<file path="src/rtl/pgw_pkg.sv">
package pgw_pkg;
  localparam int VA_W      = 32;
  localparam int CID_W     = 4;
  localparam int OFF_W     = 13;
  localparam int L1_IDX_W  = 8;
  localparam int L2_IDX_W  = 11;
  localparam int SEG_OFF_W = 24;
  localparam int ENT_W     = 32;
  localparam int FRAME_LSB = 10;
  localparam int FRAME_W   = ENT_W - FRAME_LSB;
  localparam int A_BIT     = 4;
  localparam int D_BIT     = 5;
  localparam int PROT_LSB  = 6;
  localparam int PROT_W    = 3;
  localparam int PA_W      = FRAME_W + SEG_OFF_W;
  localparam int WADDR_W   = 32;

  typedef enum logic [1:0] {ACC_READ, ACC_WRITE, ACC_EXEC, ACC_RSVD} acc_e;
  typedef enum logic [1:0] {FLT_NONE, FLT_PAGE, FLT_PROT, FLT_UNUSED} flt_e;
  typedef enum logic [2:0] {
    S_IDLE, S_L1_REQ, S_L1_WAIT, S_L2_REQ, S_L2_WAIT, S_WB, S_DONE
  } walk_st_e;

  function automatic logic [WADDR_W-1:0] dir_word(input logic [WADDR_W-1:0] base,
                                                  input logic [CID_W-1:0] cid,
                                                  input logic [L1_IDX_W-1:0] idx);
    return base + WADDR_W'({cid, idx});
  endfunction

  function automatic logic [WADDR_W-1:0] tbl_word(input logic [FRAME_W-1:0] frame,
                                                  input logic [L2_IDX_W-1:0] idx);
    return WADDR_W'(frame) + WADDR_W'(idx);
  endfunction

  function automatic logic [PA_W-1:0] page_pa(input logic [FRAME_W-1:0] frame,
                                              input logic [OFF_W-1:0] off);
    return PA_W'({frame, off});
  endfunction

  function automatic logic [PA_W-1:0] seg_pa(input logic [FRAME_W-1:0] frame,
                                             input logic [SEG_OFF_W-1:0] off);
    return {frame, off};
  endfunction

  function automatic logic perm_ok(input logic [PROT_W-1:0] prot, input acc_e acc);
    case (acc)
      ACC_READ:  return prot[0];
      ACC_WRITE: return prot[1];
      ACC_EXEC:  return prot[2];
      default:   return 1'b0;
    endcase
  endfunction

  function automatic logic [ENT_W-1:0] mark_used(input logic [ENT_W-1:0] ent, input acc_e acc);
    logic [ENT_W-1:0] r;
    r = ent;
    r[A_BIT] = 1'b1;
    if (acc == ACC_WRITE) r[D_BIT] = 1'b1;
    return r;
  endfunction
endpackage

</file>
<file path="src/rtl/pgw_addr_gen.sv">
module pgw_addr_gen
  import pgw_pkg::*;
#(
  parameter int MEM_AW = 24,
  parameter logic [MEM_AW-1:0] L1_BASE = '0
) (
  input  logic [CID_W-1:0]   cid,
  input  logic [VA_W-1:0]    vaddr,
  input  logic [FRAME_W-1:0] frame,
  input  logic               seg,
  output logic [MEM_AW-1:0]  dir_addr,
  output logic [MEM_AW-1:0]  tbl_addr,
  output logic [PA_W-1:0]    paddr
);
  localparam logic [WADDR_W-1:0] BASE_W = WADDR_W'(L1_BASE);

  assign dir_addr = MEM_AW'(dir_word(BASE_W, cid, vaddr[VA_W-1 -: L1_IDX_W]));
  assign tbl_addr = MEM_AW'(tbl_word(frame, vaddr[OFF_W +: L2_IDX_W]));
  assign paddr    = seg ? seg_pa(frame, vaddr[SEG_OFF_W-1:0])
                        : page_pa(frame, vaddr[OFF_W-1:0]);
endmodule

</file>
<file path="src/rtl/pgw_entry_check.sv">
module pgw_entry_check
  import pgw_pkg::*;
(
  input  logic [FRAME_W-1:0] frame,
  input  logic [PROT_W-1:0]  prot,
  input  acc_e               acc,
  input  logic               final_lvl,
  output flt_e               fault
);
  always_comb begin
    if (frame == '0)                         fault = FLT_PAGE;
    else if (final_lvl && !perm_ok(prot, acc)) fault = FLT_PROT;
    else                                     fault = FLT_NONE;
  end
endmodule

</file>
<file path="src/rtl/ctx_walker.sv">
module ctx_walker
  import pgw_pkg::*;
#(
  parameter int MEM_AW = 24,
  parameter logic [MEM_AW-1:0] L1_BASE = MEM_AW'(24'h10_0000)
) (
  input  logic              clk,
  input  logic              rst_n,
  input  logic              req_valid,
  output logic              req_ready,
  input  logic [31:0]       req_vaddr,
  input  logic [3:0]        req_cid,
  input  logic [1:0]        req_acc,
  input  logic              req_seg,
  output logic              busy,
  output logic              done,
  output logic [1:0]        rsp_fault,
  output logic [45:0]       rsp_paddr,
  output logic              mem_req_valid,
  input  logic              mem_req_ready,
  output logic              mem_req_write,
  output logic [MEM_AW-1:0] mem_req_addr,
  output logic [31:0]       mem_req_wdata,
  input  logic              mem_rsp_valid,
  input  logic [31:0]       mem_rsp_data
);
  walk_st_e            state_q, state_d;
  logic [VA_W-1:0]     va_q;
  logic [CID_W-1:0]    cid_q;
  acc_e                acc_q;
  logic                seg_q;
  logic [ENT_W-1:0]    ent_q;
  logic [MEM_AW-1:0]   ent_addr_q;
  flt_e                fault_q;
  logic [PA_W-1:0]     paddr_q;

  logic [MEM_AW-1:0]   dir_addr, tbl_addr;
  logic [PA_W-1:0]     pa_calc;
  flt_e                chk_fault;

  // named events for the checks below
  logic walk_start, rsp_take, req_fire, wb_fire, final_lvl;
  assign walk_start = req_valid && (state_q == S_IDLE);
  assign rsp_take   = mem_rsp_valid && (state_q == S_L1_WAIT || state_q == S_L2_WAIT);
  assign req_fire   = mem_req_valid && mem_req_ready;
  assign wb_fire    = req_fire && mem_req_write;
  assign final_lvl  = seg_q || (state_q == S_L2_WAIT);

  pgw_addr_gen #(.MEM_AW(MEM_AW), .L1_BASE(L1_BASE)) u_addr (
    .cid      (cid_q),
    .vaddr    (va_q),
    .frame    (ent_q[FRAME_LSB +: FRAME_W]),
    .seg      (seg_q),
    .dir_addr (dir_addr),
    .tbl_addr (tbl_addr),
    .paddr    (pa_calc)
  );

  pgw_entry_check u_chk (
    .frame     (mem_rsp_data[FRAME_LSB +: FRAME_W]),
    .prot      (mem_rsp_data[PROT_LSB +: PROT_W]),
    .acc       (acc_q),
    .final_lvl (final_lvl),
    .fault     (chk_fault)
  );

  always_comb begin
    state_d = state_q;
    case (state_q)
      S_IDLE:    if (req_valid) state_d = S_L1_REQ;
      S_L1_REQ:  if (mem_req_ready) state_d = S_L1_WAIT;
      S_L1_WAIT: if (mem_rsp_valid) begin
                   if (chk_fault != FLT_NONE) state_d = S_DONE;
                   else if (seg_q)            state_d = S_WB;
                   else                       state_d = S_L2_REQ;
                 end
      S_L2_REQ:  if (mem_req_ready) state_d = S_L2_WAIT;
      S_L2_WAIT: if (mem_rsp_valid) state_d = (chk_fault != FLT_NONE) ? S_DONE : S_WB;
      S_WB:      if (mem_req_ready) state_d = S_DONE;
      S_DONE:    state_d = S_IDLE;
      default:   state_d = S_IDLE;
    endcase
  end

  always_comb begin
    mem_req_valid = 1'b0;
    mem_req_write = 1'b0;
    mem_req_addr  = '0;
    mem_req_wdata = '0;
    case (state_q)
      S_L1_REQ: begin mem_req_valid = 1'b1; mem_req_addr = dir_addr; end
      S_L2_REQ: begin mem_req_valid = 1'b1; mem_req_addr = tbl_addr; end
      S_WB: begin
        mem_req_valid = 1'b1;
        mem_req_write = 1'b1;
        mem_req_addr  = ent_addr_q;
        mem_req_wdata = mark_used(ent_q, acc_q);
      end
      default: ;
    endcase
  end

  always_ff @(posedge clk or negedge rst_n) begin
    if (!rst_n) begin
      state_q    <= S_IDLE;
      va_q       <= '0;
      cid_q      <= '0;
      acc_q      <= ACC_READ;
      seg_q      <= 1'b0;
      ent_q      <= '0;
      ent_addr_q <= '0;
      fault_q    <= FLT_NONE;
      paddr_q    <= '0;
    end else begin
      state_q <= state_d;
      if (walk_start) begin
        va_q  <= req_vaddr;
        cid_q <= req_cid;
        acc_q <= acc_e'(req_acc);
        seg_q <= req_seg;
      end
      if (req_fire && !mem_req_write) ent_addr_q <= mem_req_addr;
      if (rsp_take) begin
        ent_q <= mem_rsp_data;
        if (chk_fault != FLT_NONE) begin
          fault_q <= chk_fault;
          paddr_q <= '0;
        end
      end
      if (wb_fire) begin
        fault_q <= FLT_NONE;
        paddr_q <= pa_calc;
      end
    end
  end

  assign req_ready = (state_q == S_IDLE);
  assign busy      = (state_q != S_IDLE);
  assign done      = (state_q == S_DONE);
  assign rsp_fault = fault_q;
  assign rsp_paddr = paddr_q;

  // a stalled request keeps its address and kind
  p_req_hold_r8: assert property (@(posedge clk) disable iff (!rst_n)
    mem_req_valid && !mem_req_ready |=> mem_req_valid && $stable(mem_req_addr) && $stable(mem_req_write));

  // busy clears right after the completion pulse
  p_busy_drop_r9: assert property (@(posedge clk) disable iff (!rst_n)
    done |=> !busy && !done);

  // a new walk only starts from idle and keeps the walker busy
  p_start_busy_r9: assert property (@(posedge clk) disable iff (!rst_n)
    walk_start |=> busy && !req_ready && !done);

  // a faulting entry finishes the walk without any write
  p_fault_nowrite_r5: assert property (@(posedge clk) disable iff (!rst_n)
    rsp_take && chk_fault != FLT_NONE |=> done && !mem_req_valid);

  // the written-back entry carries the accessed flag and a valid frame
  p_wb_accessed_r7: assert property (@(posedge clk) disable iff (!rst_n)
    wb_fire |-> mem_req_wdata[A_BIT] && (mem_req_wdata[FRAME_LSB +: FRAME_W] != '0));

  // dirty flag only changes for write accesses
  p_wb_dirty_r7: assert property (@(posedge clk) disable iff (!rst_n)
    wb_fire && acc_q != ACC_WRITE |-> mem_req_wdata[D_BIT] == ent_q[D_BIT]);

  // segment walks never reach the second level
  p_seg_single_r4: assert property (@(posedge clk) disable iff (!rst_n)
    state_q == S_L2_REQ |-> !seg_q);

  // the completion pulse never overlaps a memory request
  p_done_quiet_r9: assert property (@(posedge clk) disable iff (!rst_n)
    done |-> !mem_req_valid && busy);
endmodule

</file>
<file path="config.mk">
export PLATFORM = sky130hd
export DESIGN_NAME = ctx_walker
export DESIGN_NICKNAME = d
export VERILOG_FILES = /design/src/rtl/pgw_pkg.sv /design/src/rtl/pgw_addr_gen.sv /design/src/rtl/pgw_entry_check.sv /design/src/rtl/ctx_walker.sv
export SDC_FILE = /design/constraint.sdc
export NUM_CORES = 1
export LEC_CHECK = 0
export BUFFER_PORTS_ARGS = -buffer_cell sky130_fd_sc_hd__buf_2
export CAP_MARGIN = 10
export CORE_MARGIN = 2
export CORE_UTILIZATION = 30
export CTS_CLUSTER_SIZE = 20
export DETAILED_ROUTE_END_ITERATION = 8
export GPL_TIMING_DRIVEN = 0
export PLACE_DENSITY = 0.46
export RECOVER_POWER = 25
export SLEW_MARGIN = 20
export SYNTH_ARGS = -nofsm -noshare
export SYNTH_HDL_FRONTEND = slang
export SYNTH_HIERARCHICAL = 1
export SYNTH_SLANG_ARGS = --single-unit
export TNS_END_PERCENT = 30
</file>
<file path="constraint.sdc">
create_clock -name clk -period 3 [get_ports clk]
set_input_delay 0.15 -clock clk [delete_from_list [all_inputs] [get_ports clk]]
set_output_delay 0.15 -clock clk [all_outputs]
set_load 0.005 [all_outputs]
</file>
# Word level (Yosys, flattened, before mapping)
# Index checks and enable logic that the tools add are counted.
# Widths: inputs -> output; s select.
[totals] ff_bits=146 word_cells=71 inputBits=76
[op_classes] add_sub_neg=2 muxes=26 n_reduce_logical=20 eq_ne=14
[op_table] cell="$mux 46" n=4
[op_table] cell="$pmux 24 s3" n=1
[op_table] cell="$mux 32" n=1
[op_table] cell="$mux 3" n=8
[op_table] cell="$add 22x11->23" n=1
[op_table] cell="$add 21x12->22 const A" n=1
[op_table] cell="$logic_not 22->1" n=1
[op_table] cell="$pmux 3 s6" n=1
[op_table] cell="$mux 2" n=6
[op_table] cell="$ne 2x2->1 const B" n=6
[op_table] cell="$eq 3x3->1 const B" n=3
[op_table] cell="$eq 3x2->1 const B" n=2
[op_table] cell="$logic_and 1x1->1" n=6
[op_table] cell="$reduce_and 6->1" n=1
[op_table] cell="$reduce_bool 2->1" n=3
[op_table] cell="$mux 1" n=4
[op_table] cell="$eq 3x1->1 const B" n=1
[op_table] cell="$logic_not 3->1" n=1
[op_table] cell="$pmux 1 s3" n=1
[op_table] cell="$reduce_bool 3->1" n=1
[op_table] cell="$reduce_or 3->1" n=1
[op_table] cell="$eq 2x1->1 const B" n=1
[op_table] cell="$eq 2x2->1 const B" n=1
[op_table] cell="$logic_not 1->1" n=2
[op_table] cell="3 further kinds" n=4

# Logic depth before layout (Yosys ltp)
# Gate-level depths: netlist (run 1).
[depth] ltp_word=11 ltp_mapped=13 depth_no_buf=13

# Modules after synthesis
# The synthesis (run 1) kept the hierarchy.
[by_module_without_submodules] mod="ctx_walker" n_inst=1 seq_area_each_um2=3628.5 area_each_um2=6770.2 cells_each=620
[by_module_without_submodules] mod="pgw_addr_gen" n_inst=1 seq_area_each_um2=0.0 area_each_um2=1365.1 cells_each=178
[by_module_without_submodules] mod="pgw_entry_check" n_inst=1 seq_area_each_um2=0.0 area_each_um2=108.9 cells_each=13

# Worst setup path after synthesis (run 1)
# OpenSTA, ideal clock, no wires.
[synth_path] kind="register -> register" start="register state_q[0]" end="register paddr_q[10], in the netlist rsp_paddr[10]" arrival_time_ns=2.246 setup_time_ns=0.074 path_buffers=5 required_time_ns=2.926 synth_period_minus_slack_ns=2.320 slack_ns=0.680 stages_incl_launch_ff=13 cell_sequence="dfrtp_1 -> buf_2 -> buf_2 -> clkinv_1 -> buf_2 -> a21o_1 -> o211a_1 -> o21a_1 -> or2_2 -> and2_4 -> buf_8 -> buf_12 -> o21ai_2"
[synth_via] elab_chain_cells=8 elab_cells_between_ends=21 classes_between="5 x eq/ne; 5 x mux; 11 x reduce/logical"
[synth_lines] item="start, declared" line="ctx_walker.sv:27" rtl="walk_st_e state_q, state_d;"
[synth_lines] item="start signal, assigned" line="ctx_walker.sv:115" rtl="state_q <= state_d;"
[synth_lines] item="$eq 3x3->1" line="ctx_walker.sv:47" rtl="assign final_lvl = seg_q || (state_q == S_L2_WAIT);"
[synth_lines] item="$logic_or 1x1->1" line="ctx_walker.sv:47"
[synth_lines] item="named net final_lvl" line="ctx_walker.sv:42" rtl="logic walk_start, rsp_take, req_fire, wb_fire, final_lvl;"
[synth_lines] item="$logic_and 1x1->1" line="pgw_entry_check.sv:12" rtl="else if (final_lvl && !perm_ok(prot, acc)) fault = FLT_PROT;"
[synth_lines] item="$mux 2" line="pgw_entry_check.sv:12"
[synth_lines] item="$mux 2" line="pgw_entry_check.sv:11" rtl="if (frame == '0) fault = FLT_PAGE;"
[synth_lines] item="named net chk_fault[1]" line="ctx_walker.sv:39" rtl="flt_e chk_fault;"
[synth_lines] item="$reduce_bool 2->1" line="ctx_walker.sv:125" rtl="if (chk_fault != FLT_NONE) begin"
[synth_lines] item="$reduce_bool 2->1 (no source line)"
[synth_lines] item="$reduce_and 2->1 (no source line)"
[synth_lines] item="end signal, assigned" line="ctx_walker.sv:132" rtl="paddr_q <= pa_calc;"
[synth_lines] item="end, declared" line="ctx_walker.sv:35" rtl="logic [PA_W-1:0] paddr_q;"
# The timed path passes the listed nets, and every way through them passes these cells.
# A chain may end at the register's enable or synchronous reset.

# Worst setup path after layout (run 1)
[layout_path] start="register ent_q[10]" end="output port mem_req_addr[12]"
[layout_via] elab_chain_cells=2
[layout_lines] item="start, declared" line="ctx_walker.sv:32" rtl="logic [ENT_W-1:0] ent_q;"
[layout_lines] item="start signal, assigned" line="ctx_walker.sv:124" rtl="ent_q <= mem_rsp_data;"
[layout_lines] item="$add 22x11->23" line="pgw_pkg.sv:32" rtl="return WADDR_W'(frame) + WADDR_W'(idx);"
[layout_lines] item="named net tbl_addr[12]" line="ctx_walker.sv:37" rtl="logic [MEM_AW-1:0] dir_addr, tbl_addr;"
[layout_lines] item="$pmux 24 s3" line="ctx_walker.sv:90" rtl="case (state_q)"
[layout_lines] item="end, declared" line="ctx_walker.sv:22" rtl="output logic [MEM_AW-1:0] mem_req_addr,"
# The timed path passes the listed nets, and every way through them passes these cells.

==> results of run 1 <==
## routing by layer
metal	vias up	track usage, %	wire (um)
li1	3352	-	-
met5	-	0	0
met3	32	4.52	1200
met4	0	5.87	489
met1	3314	24.7	12000
met2	130	31.1	12900
## final cells by class
class,instances,area share (%)
multi-input cells,577,37.1
flip-flops and latches,145,32.3
repair buffers,267,15.6
plain buffers,93,5.67
clock buffers,18,3.82
well taps,341,3.80
clock inverters,14,1.50
inverters,7,0.234
## repair_timing
| action | CTS | global route |
|---|---|---|
| setup endpoints to repair | 16 | 62 |
| gates cloned | 0 | 0 |
| gates resized for setup | 14 | 25 |
| hold endpoints to repair | 158 | 0 |
| pin swaps | 13 | 16 |
| hold buffers | 69 | 0 |
| setup buffers | 6 | 7 |
## logic make-up after synthesis
| logic type | count (synthesis) | synth area share, % |
|---|---|---|
| XOR/XNOR | 20 | 2.12 |
| AND/OR/NAND/NOR | 271 | 15.7 |
| multiplexers | 115 | 15.3 |
| other | 2 | 0.0911 |
| AO/OA/AOI/OAI | 146 | 12.8 |
| flip-flops | 145 | 44.0 |
| adder cells (fa/ha/maj) | 12 | 1.91 |
| buffers and inverters | 100 | 8.04 |
## per-stage QoR
step / TNS (ps) / area (um2)
2_1_floorplan: 0 / 8290
3_3_place_gp: -100380 / 9630
3_5_place_dp: 0 / 9690
4_1_cts: -1220 / 11100
5_1_grt: -9110 / 11200
6_report: -249 / 11200
## registers in the layout, summed over array words and instances (netlist names)
register and flops:
rsp_paddr 46, seg_q 1, rsp_fault 2, ent_addr_q 24
cid_q 4, acc_q 2, ent_q 31, va_q 32
state_q 3
## report_power, final
| part | internal [mW] | switching, mW | total, mW |
|---|---|---|---|
| combinational | 3.11 | 3.24 | 6.35 |
| sequential | 2.81 | 0.842 | 3.65 |
| clock | 1.26 | 0.966 | 2.22 |
## worst max-delay path by stage
stage | slack [ps] | end | start
CTS | -140 | mem_req_addr[12] | ent_q[10]$_DFFE_PN0P_
finish | -60 | mem_req_addr[12] | ent_q[10]$_DFFE_PN0P_
global placement | -710 | ent_addr_q[2]$_DFFE_PN0P_ | rst_n
detailed placement | 30 | rsp_paddr[8]$_DFFE_PN0P_ | state_q[0]$_DFFE_PN0P_
global route | -230 | mem_req_addr[20] | ent_q[10]$_DFFE_PN0P_
floorplan | 680 | rsp_paddr[10]$_DFFE_PN0P_ | state_q[0]$_DFFE_PN0P_
## synth_stat cells (5+ instances only)
cell type,n
sky130_fd_sc_hd__nor2_1,58
sky130_fd_sc_hd__o31ai_1,26
sky130_fd_sc_hd__nor4_2,5
sky130_fd_sc_hd__mux2i_1,25
sky130_fd_sc_hd__nand2_1,131
sky130_fd_sc_hd__buf_2,16
sky130_fd_sc_hd__xor2_1,13
sky130_fd_sc_hd__inv_1,6
sky130_fd_sc_hd__a21boi_1,5
sky130_fd_sc_hd__mux2_2,87
sky130_fd_sc_hd__a21oi_1,39
sky130_fd_sc_hd__dfrtp_1,145
sky130_fd_sc_hd__xnor2_1,7
sky130_fd_sc_hd__o21ai_0,10
sky130_fd_sc_hd__buf_4,51
sky130_fd_sc_hd__clkbuf_1,21
sky130_fd_sc_hd__and3_1,34
sky130_fd_sc_hd__and2_1,14
sky130_fd_sc_hd__ha_1,11
sky130_fd_sc_hd__o21ai_2,41
## worst max-delay path, delay by kind of cell (launching register included)
family | cells | cell delay (ps)
muxes | 1 | 130
and+or+nand+nor | 3 | 370
adders and majority gates | 2 | 510
xor gates and xnor gates | 1 | 230
buffers and inverters | 2 | 150
DFF | 1 | 410
AOI/OAI and AO/OA | 5 | 680
==> metrics.txt, run 1 <==
starting utilization of the core area=30.6%; post-layout worst setup margin=-62.9 ps; status=finished with violations; crit path capture type=output pin; count of fill cells added during filler insertion=2,688; net count reported at finish=approximately 1,200; Reg2Reg Setup Slack=60 ps; Worst Hold Slack=36.3 ps; DRC violations left=0; CTS tree=yes; number of iterations in the first detailed-routing pass=5; Boundary Pins=approximately 190; actual transition at the worst max-transition pin=1370 ps; cell type contributing the most total cell area after synthesis=sky130_fd_sc_hd__dfrtp_1; headroom to the max-slew limit=under 10%; share of the synthesized area in the top cell type=44.0%; total of warnings raised by yosys=6; count of unique library cells instantiated by Yosys=56; wirelength, routed=26,500 um; cell at the root of the clock tree=sky130_fd_sc_hd__clkbuf_16; DRT antenna net count=0; hold path depth=2; synthesized flop and latch total=145; Max rail drop VDD=0.379 mV; remaining global-route overflow=0; Port-buffer cells=around 180; Sequential cell area=3640 um2; worst reg-to-reg path cell count=12; worst hold endpoint=ent_q[31]$_DFFE_PN0P_; fraction of layout instances using a drive strength above 1=43.1%; CP peak stage delay=410 ps; Placeable Area=27,000 um2; Static Leakage=5.39 nW; number of instances in the synthesized netlist=approximately 810; required time of the critical path=approximately 2900 ps; RSZ-0062 raised after global routing=yes; Max Clk Rate=326 MHz; buffer levels on the longest clock path=2; number of buffers added by the clock tree synthesis step=17; H-tree depth reported by CTS=4; r2r startpoint=state_q[0]$_DFFE_PN0P_; horizontal die dimension=170 um; worst-case clock skew=between 10 and 15 ps; total chip power=12.2 mW; maximum number of pins on one net before global-route repair=69; commonest non-fill, non-tap cell in the layout=sky130_fd_sc_hd__buf_2; Via density=4.67; vias post-DR=roughly 6,800; share of the clock period used by the worst path=102%; worst hold path startpoint=mem_rsp_data[31]; global-route wire length before repair=41,200 um; post-synthesis sequential area ratio=about 44%; highest net fanout along the worst path=3; failing checks=setup timing; endpoints failing setup=7; slowest stage cell on the critical path=sky130_fd_sc_hd__dfrtp_2; P&R area growth vs syn=36.3%; Cell Count, Final, Fillers Out=1,462; count of standard-cell rows=60; number of sinks on the clock net=145; initial antenna violation count=0; clock-pin slew of the registers on the worst-case setup and hold paths=around 70 ps; post-synthesis cell area=8240 um2; detailed router's first-iteration violation count=275; syn avg cell area=10.2 um2; number of maximum-capacitance violations=0; max-slew violation count=0; cells taking the most area after synthesis=sky130_fd_sc_hd__dfrtp_1 44%, sky130_fd_sc_hd__mux2_2 12%, sky130_fd_sc_hd__nand2_1 6.0%, sky130_fd_sc_hd__buf_4 4.6%, sky130_fd_sc_hd__o21ai_2 4.4%; Cell Pwr Density=1090 nW/um2; placement-stage worst setup slack=roughly 30 ps; Startpoint Class=register; leading cell types in the layout, fill and taps excluded=198 x sky130_fd_sc_hd__buf_2, 139 x sky130_fd_sc_hd__dfrtp_1, 131 x sky130_fd_sc_hd__nand2_1, 87 x sky130_fd_sc_hd__mux2_2, 69 x sky130_fd_sc_hd__dlygate4sd3_1; clock insertion delay at the later pin of the skew report=~430 ps; cell count after placement=1,348; overall track demand over capacity in global routing=18.9%; Top FF cell, synth=sky130_fd_sc_hd__dfrtp_1; signal arrival time at the worst endpoint=2910 ps; via count of the first global-routing pass=7,052; async set-or-reset flop fraction in the synthesized netlist=between 90% and 100%; critical path cell sequence=ha_4 -> inv_2 -> fa_2 -> nor2b_4 -> o211ai_2 -> a21oi_2 -> o21ai_2 -> a21boi_1 -> xor2_1 -> mux2i_1 -> nor2_1 -> a21oi_2 -> nor2_1 -> buf_2; Multi-input gate area=roughly 4200 um2; die area=28,800 um2; Crit Path Class=reg -> out; weighted congestion reported at the end of routability-driven placement=about 0.80; worst reg2reg endpoint=rsp_paddr[24]$_DFFE_PN0P_; count of flip-flops with a built-in enable after synthesis=0; min Tclk post-route=3060 ps; final design utilization=a little over two fifths; Die Y=170 um; DR WL/cell=18.1 um; worst min path class=in -> reg; Hold Fails Final Rpt=0; estimated wirelength of the detail-placed design=19,200 um; # diodes=0
(Power assumes the default switching activity.)
==> inputs of run 2 (changes only) <==
- CAP_MARGIN: 10 -> 20
- CELL_PAD_IN_SITES_DETAIL_PLACEMENT: default -> 0
- CELL_PAD_IN_SITES_GLOBAL_PLACEMENT: default -> 2
- PLACE_DENSITY: 0.46 -> 0.69
==> run 2 against run 1 <==
Effect of this change:
- sequential cell count did not move
- maximum frequency fell by 0.64%
- core utilization down 0.084 points
- hold slack got worse by 23 ps
- sequential power hardly changed
- the flow finishes with violations (capacitance limit, slew limit, setup timing)
- largest power group unchanged
- highest routed layer unchanged
- combinational power is essentially flat
- wire length rose by 2.2%
- setup slack got worse by 20 ps
- total power is 0.75% higher
==> metrics.txt, run 2 (synthesis gave the netlist of run 1 again) <==
estimated wirelength of the detail-placed design=19,600 um (+2.1%); Max Clk Rate=324 MHz (-0.64%); initial antenna violation count=0 (unchanged); Startpoint Class=register; Cell Pwr Density=1100 nW/um2 (+0.95%); headroom to the max-slew limit=-41.9% (-51 points); worst reg-to-reg path cell count=12 (unchanged); worst reg2reg endpoint=rsp_paddr[32]$_DFFE_PN0P_; Via density=4.65 (-0.35%); Boundary Pins=185 (unchanged); number of buffers added by the clock tree synthesis step=17 (unchanged); weighted congestion reported at the end of routability-driven placement=0.758 (-4.9%); detailed router's first-iteration violation count=262 (-4.7%); failing checks=capacitance limit, slew limit, setup timing; buffer levels on the longest clock path=2 (unchanged); CTS tree=yes; area post-placement=9690 um2 (unchanged); actual transition at the worst max-transition pin=2130 ps (+762 ps); wirelength, routed=27,100 um (+2.2%); Placeable Area=27,000 um2 (unchanged); maximum number of pins on one net before global-route repair=88 (+28%); fraction of layout instances using a drive strength above 1=43.7% (+0.62 points); commonest non-fill, non-tap cell in the layout=sky130_fd_sc_hd__buf_2; DR WL/cell=18.7 um (+2.8%); clock insertion delay at the later pin of the skew report=430 ps (about the same); DRT antenna net count=0 (unchanged); starting utilization of the core area=30.6% (unchanged); crit path capture type=output pin; H-tree depth reported by CTS=4 (unchanged); number of iterations in the first detailed-routing pass=6 (+1); signal arrival time at the worst endpoint=2930 ps (+20 ps); count of fill cells added during filler insertion=2,666 (-0.82%); RSZ-0062 raised after global routing=yes; count of standard-cell rows=60 (unchanged); hold path depth=2 (unchanged); die area=28,800 um2 (unchanged); overall track demand over capacity in global routing=19.1% (+0.13 points); Crit Path Class=reg -> out; endpoints failing setup=5 (-2); worst min path class=in -> reg; Hold Fails Final Rpt=0 (unchanged); number of maximum-capacitance violations=1 (+1); Die Y=170 um (unchanged); leading cell types in the layout, fill and taps excluded=195 x sky130_fd_sc_hd__buf_2, 137 x sky130_fd_sc_hd__dfrtp_1, 131 x sky130_fd_sc_hd__nand2_1, 87 x sky130_fd_sc_hd__mux2_2, 66 x sky130_fd_sc_hd__dlygate4sd3_1; endpoint of the worst setup timing path=mem_req_addr[12]; Port-buffer cells=183 (unchanged); Reg2Reg Setup Slack=170 ps (+110 ps); share of the clock period used by the worst path=103% (+0.65 points); via count of the first global-routing pass=6,849 (-2.9%); Max rail drop VDD=0.391 mV (+3.1%); r2r startpoint=state_q[0]$_DFFE_PN0P_; cell area after layout=11,200 um2 (-0.20%); number of sinks on the clock net=145 (unchanged); worst hold path startpoint=mem_rsp_data[11]; vias post-DR=6,762 (-0.97%); # diodes=0 (unchanged); cell at the root of the clock tree=sky130_fd_sc_hd__clkbuf_16; net count reported at finish=1,187 (-0.75%); total chip power=12.3 mW (+0.75%); accumulated negative setup slack=-253 ps (-3.73 ps); max-slew violation count=88 (+88); worst-case clock skew=12.3 ps (+2.17 ps); remaining global-route overflow=0 (unchanged); DRC violations left=0 (unchanged); min Tclk post-route=3080 ps (+19.6 ps); status=finished with violations; P&R area growth vs syn=36.1%; number of flip-flops under the largest register name=46 (unchanged); global-route wire length before repair=41,300 um (+0.20%); required time of the critical path=2850 ps (about the same); Static Leakage=5.33 nW (-0.99%); clock-pin slew of the registers on the worst-case setup and hold paths=70 ps (about the same); Critical Path Source=ent_q[10]$_DFFE_PN0P_; highest net fanout along the worst path=5 (+2); post-layout worst setup margin=-82.5 ps (-19.6 ps); horizontal die dimension=170 um (unchanged)
-- run 2: cell count changes in the layout (fill, tap and decap cells not counted), moves of 2 or more --
cell	before	now
sky130_fd_sc_hd__a21boi_2	0	2
sky130_fd_sc_hd__a21oi_1	28	23
sky130_fd_sc_hd__a21oi_2	13	17
sky130_fd_sc_hd__buf_2	198	195
sky130_fd_sc_hd__buf_4	63	58
sky130_fd_sc_hd__clkbuf_1	23	25
sky130_fd_sc_hd__dfrtp_1	139	137
sky130_fd_sc_hd__dfrtp_2	6	8
sky130_fd_sc_hd__dlygate4sd3_1	69	66
sky130_fd_sc_hd__o21ai_1	2	0
-- run 2: how the worst min path moves through the flow --
stage / to
after floorplan: acc_q[0]$_DFFE_PN0P_
after global placement: acc_q[1]$_DFFE_PN0P_
after detailed placement: ent_addr_q[10]$_DFFE_PN0P_
after CTS: ent_q[28]$_DFFE_PN0P_
after global routing: ent_q[28]$_DFFE_PN0P_
final: ent_q[11]$_DFFE_PN0P_
-- run 2: report_power, final --
group / internal, mW / total, mW / leakage (nW) / switching, mW
clock network: 1.34 / 2.29 / 0.298 / 0.954
logic: 3.05 / 6.38 / 3.22 / 3.32
registers: 2.81 / 3.64 / 1.81 / 0.830
-- run 2: what timing repair did --
action,CTS,global route
endpoints found under the setup margin,17,61
endpoints found under the hold margin,152,0
resized for setup,15,42
pin swaps,12,22
buffers inserted,3,4
hold buffers,66,0
-- run 2: area by class of cell --
type                    instances  area, um2  area share (%)
clock buffers                  18        429            3.83
flip-flops and latches        145       3640            32.4
well taps                     341        427            3.80
plain buffers                  93        641            5.71
multi-input cells             577       4220            37.6
clock inverters                14        191            1.71
inverters                       7       30.0           0.268
repair buffers                258       1640            14.6
-- run 2: stage by stage --
step | std cells | setup WS [ps] | util, % | hold slack [ps]
after global routing | 1453 | -304 | 41.6 | 3.67
final | 1453 | -82.5 | 41.6 | 12.8
after floorplan | 822 | 680 | - | -146
after CTS | 1449 | -253 | 41.0 | 1.07
after detailed placement | 1348 | 9.14 | 36.0 | -71.7
after global placement | 1346 | -717 | 35.7 | 366
-- run 2: critical path, stage by stage (launching register included) --
cell and delay (ps):
sky130_fd_sc_hd__dfrtp_2 440, sky130_fd_sc_hd__ha_4 160, sky130_fd_sc_hd__inv_2 30, sky130_fd_sc_hd__fa_2 360, sky130_fd_sc_hd__nor2b_4 160, sky130_fd_sc_hd__o211ai_4 100, sky130_fd_sc_hd__a21oi_4 200, sky130_fd_sc_hd__o21ai_2 90
sky130_fd_sc_hd__a21boi_1 180, sky130_fd_sc_hd__xor2_1 230, sky130_fd_sc_hd__mux2i_1 130, sky130_fd_sc_hd__nor2_2 160, sky130_fd_sc_hd__a21oi_2 60, sky130_fd_sc_hd__nor2_1 80, sky130_fd_sc_hd__buf_2 120
-- run 2: metal layers --
| metal | GRT usage (%) | up-vias | routed length, um |
|---|---|---|---|
| met5 | 0 | - | 0 |
| met4 | 4.05 | 0 | 328 |
| met3 | 4.50 | 18 | 1160 |
| met2 | 31.9 | 117 | 13200 |
| met1 | 25.2 | 3295 | 12500 |
| li1 | - | 3332 | - |
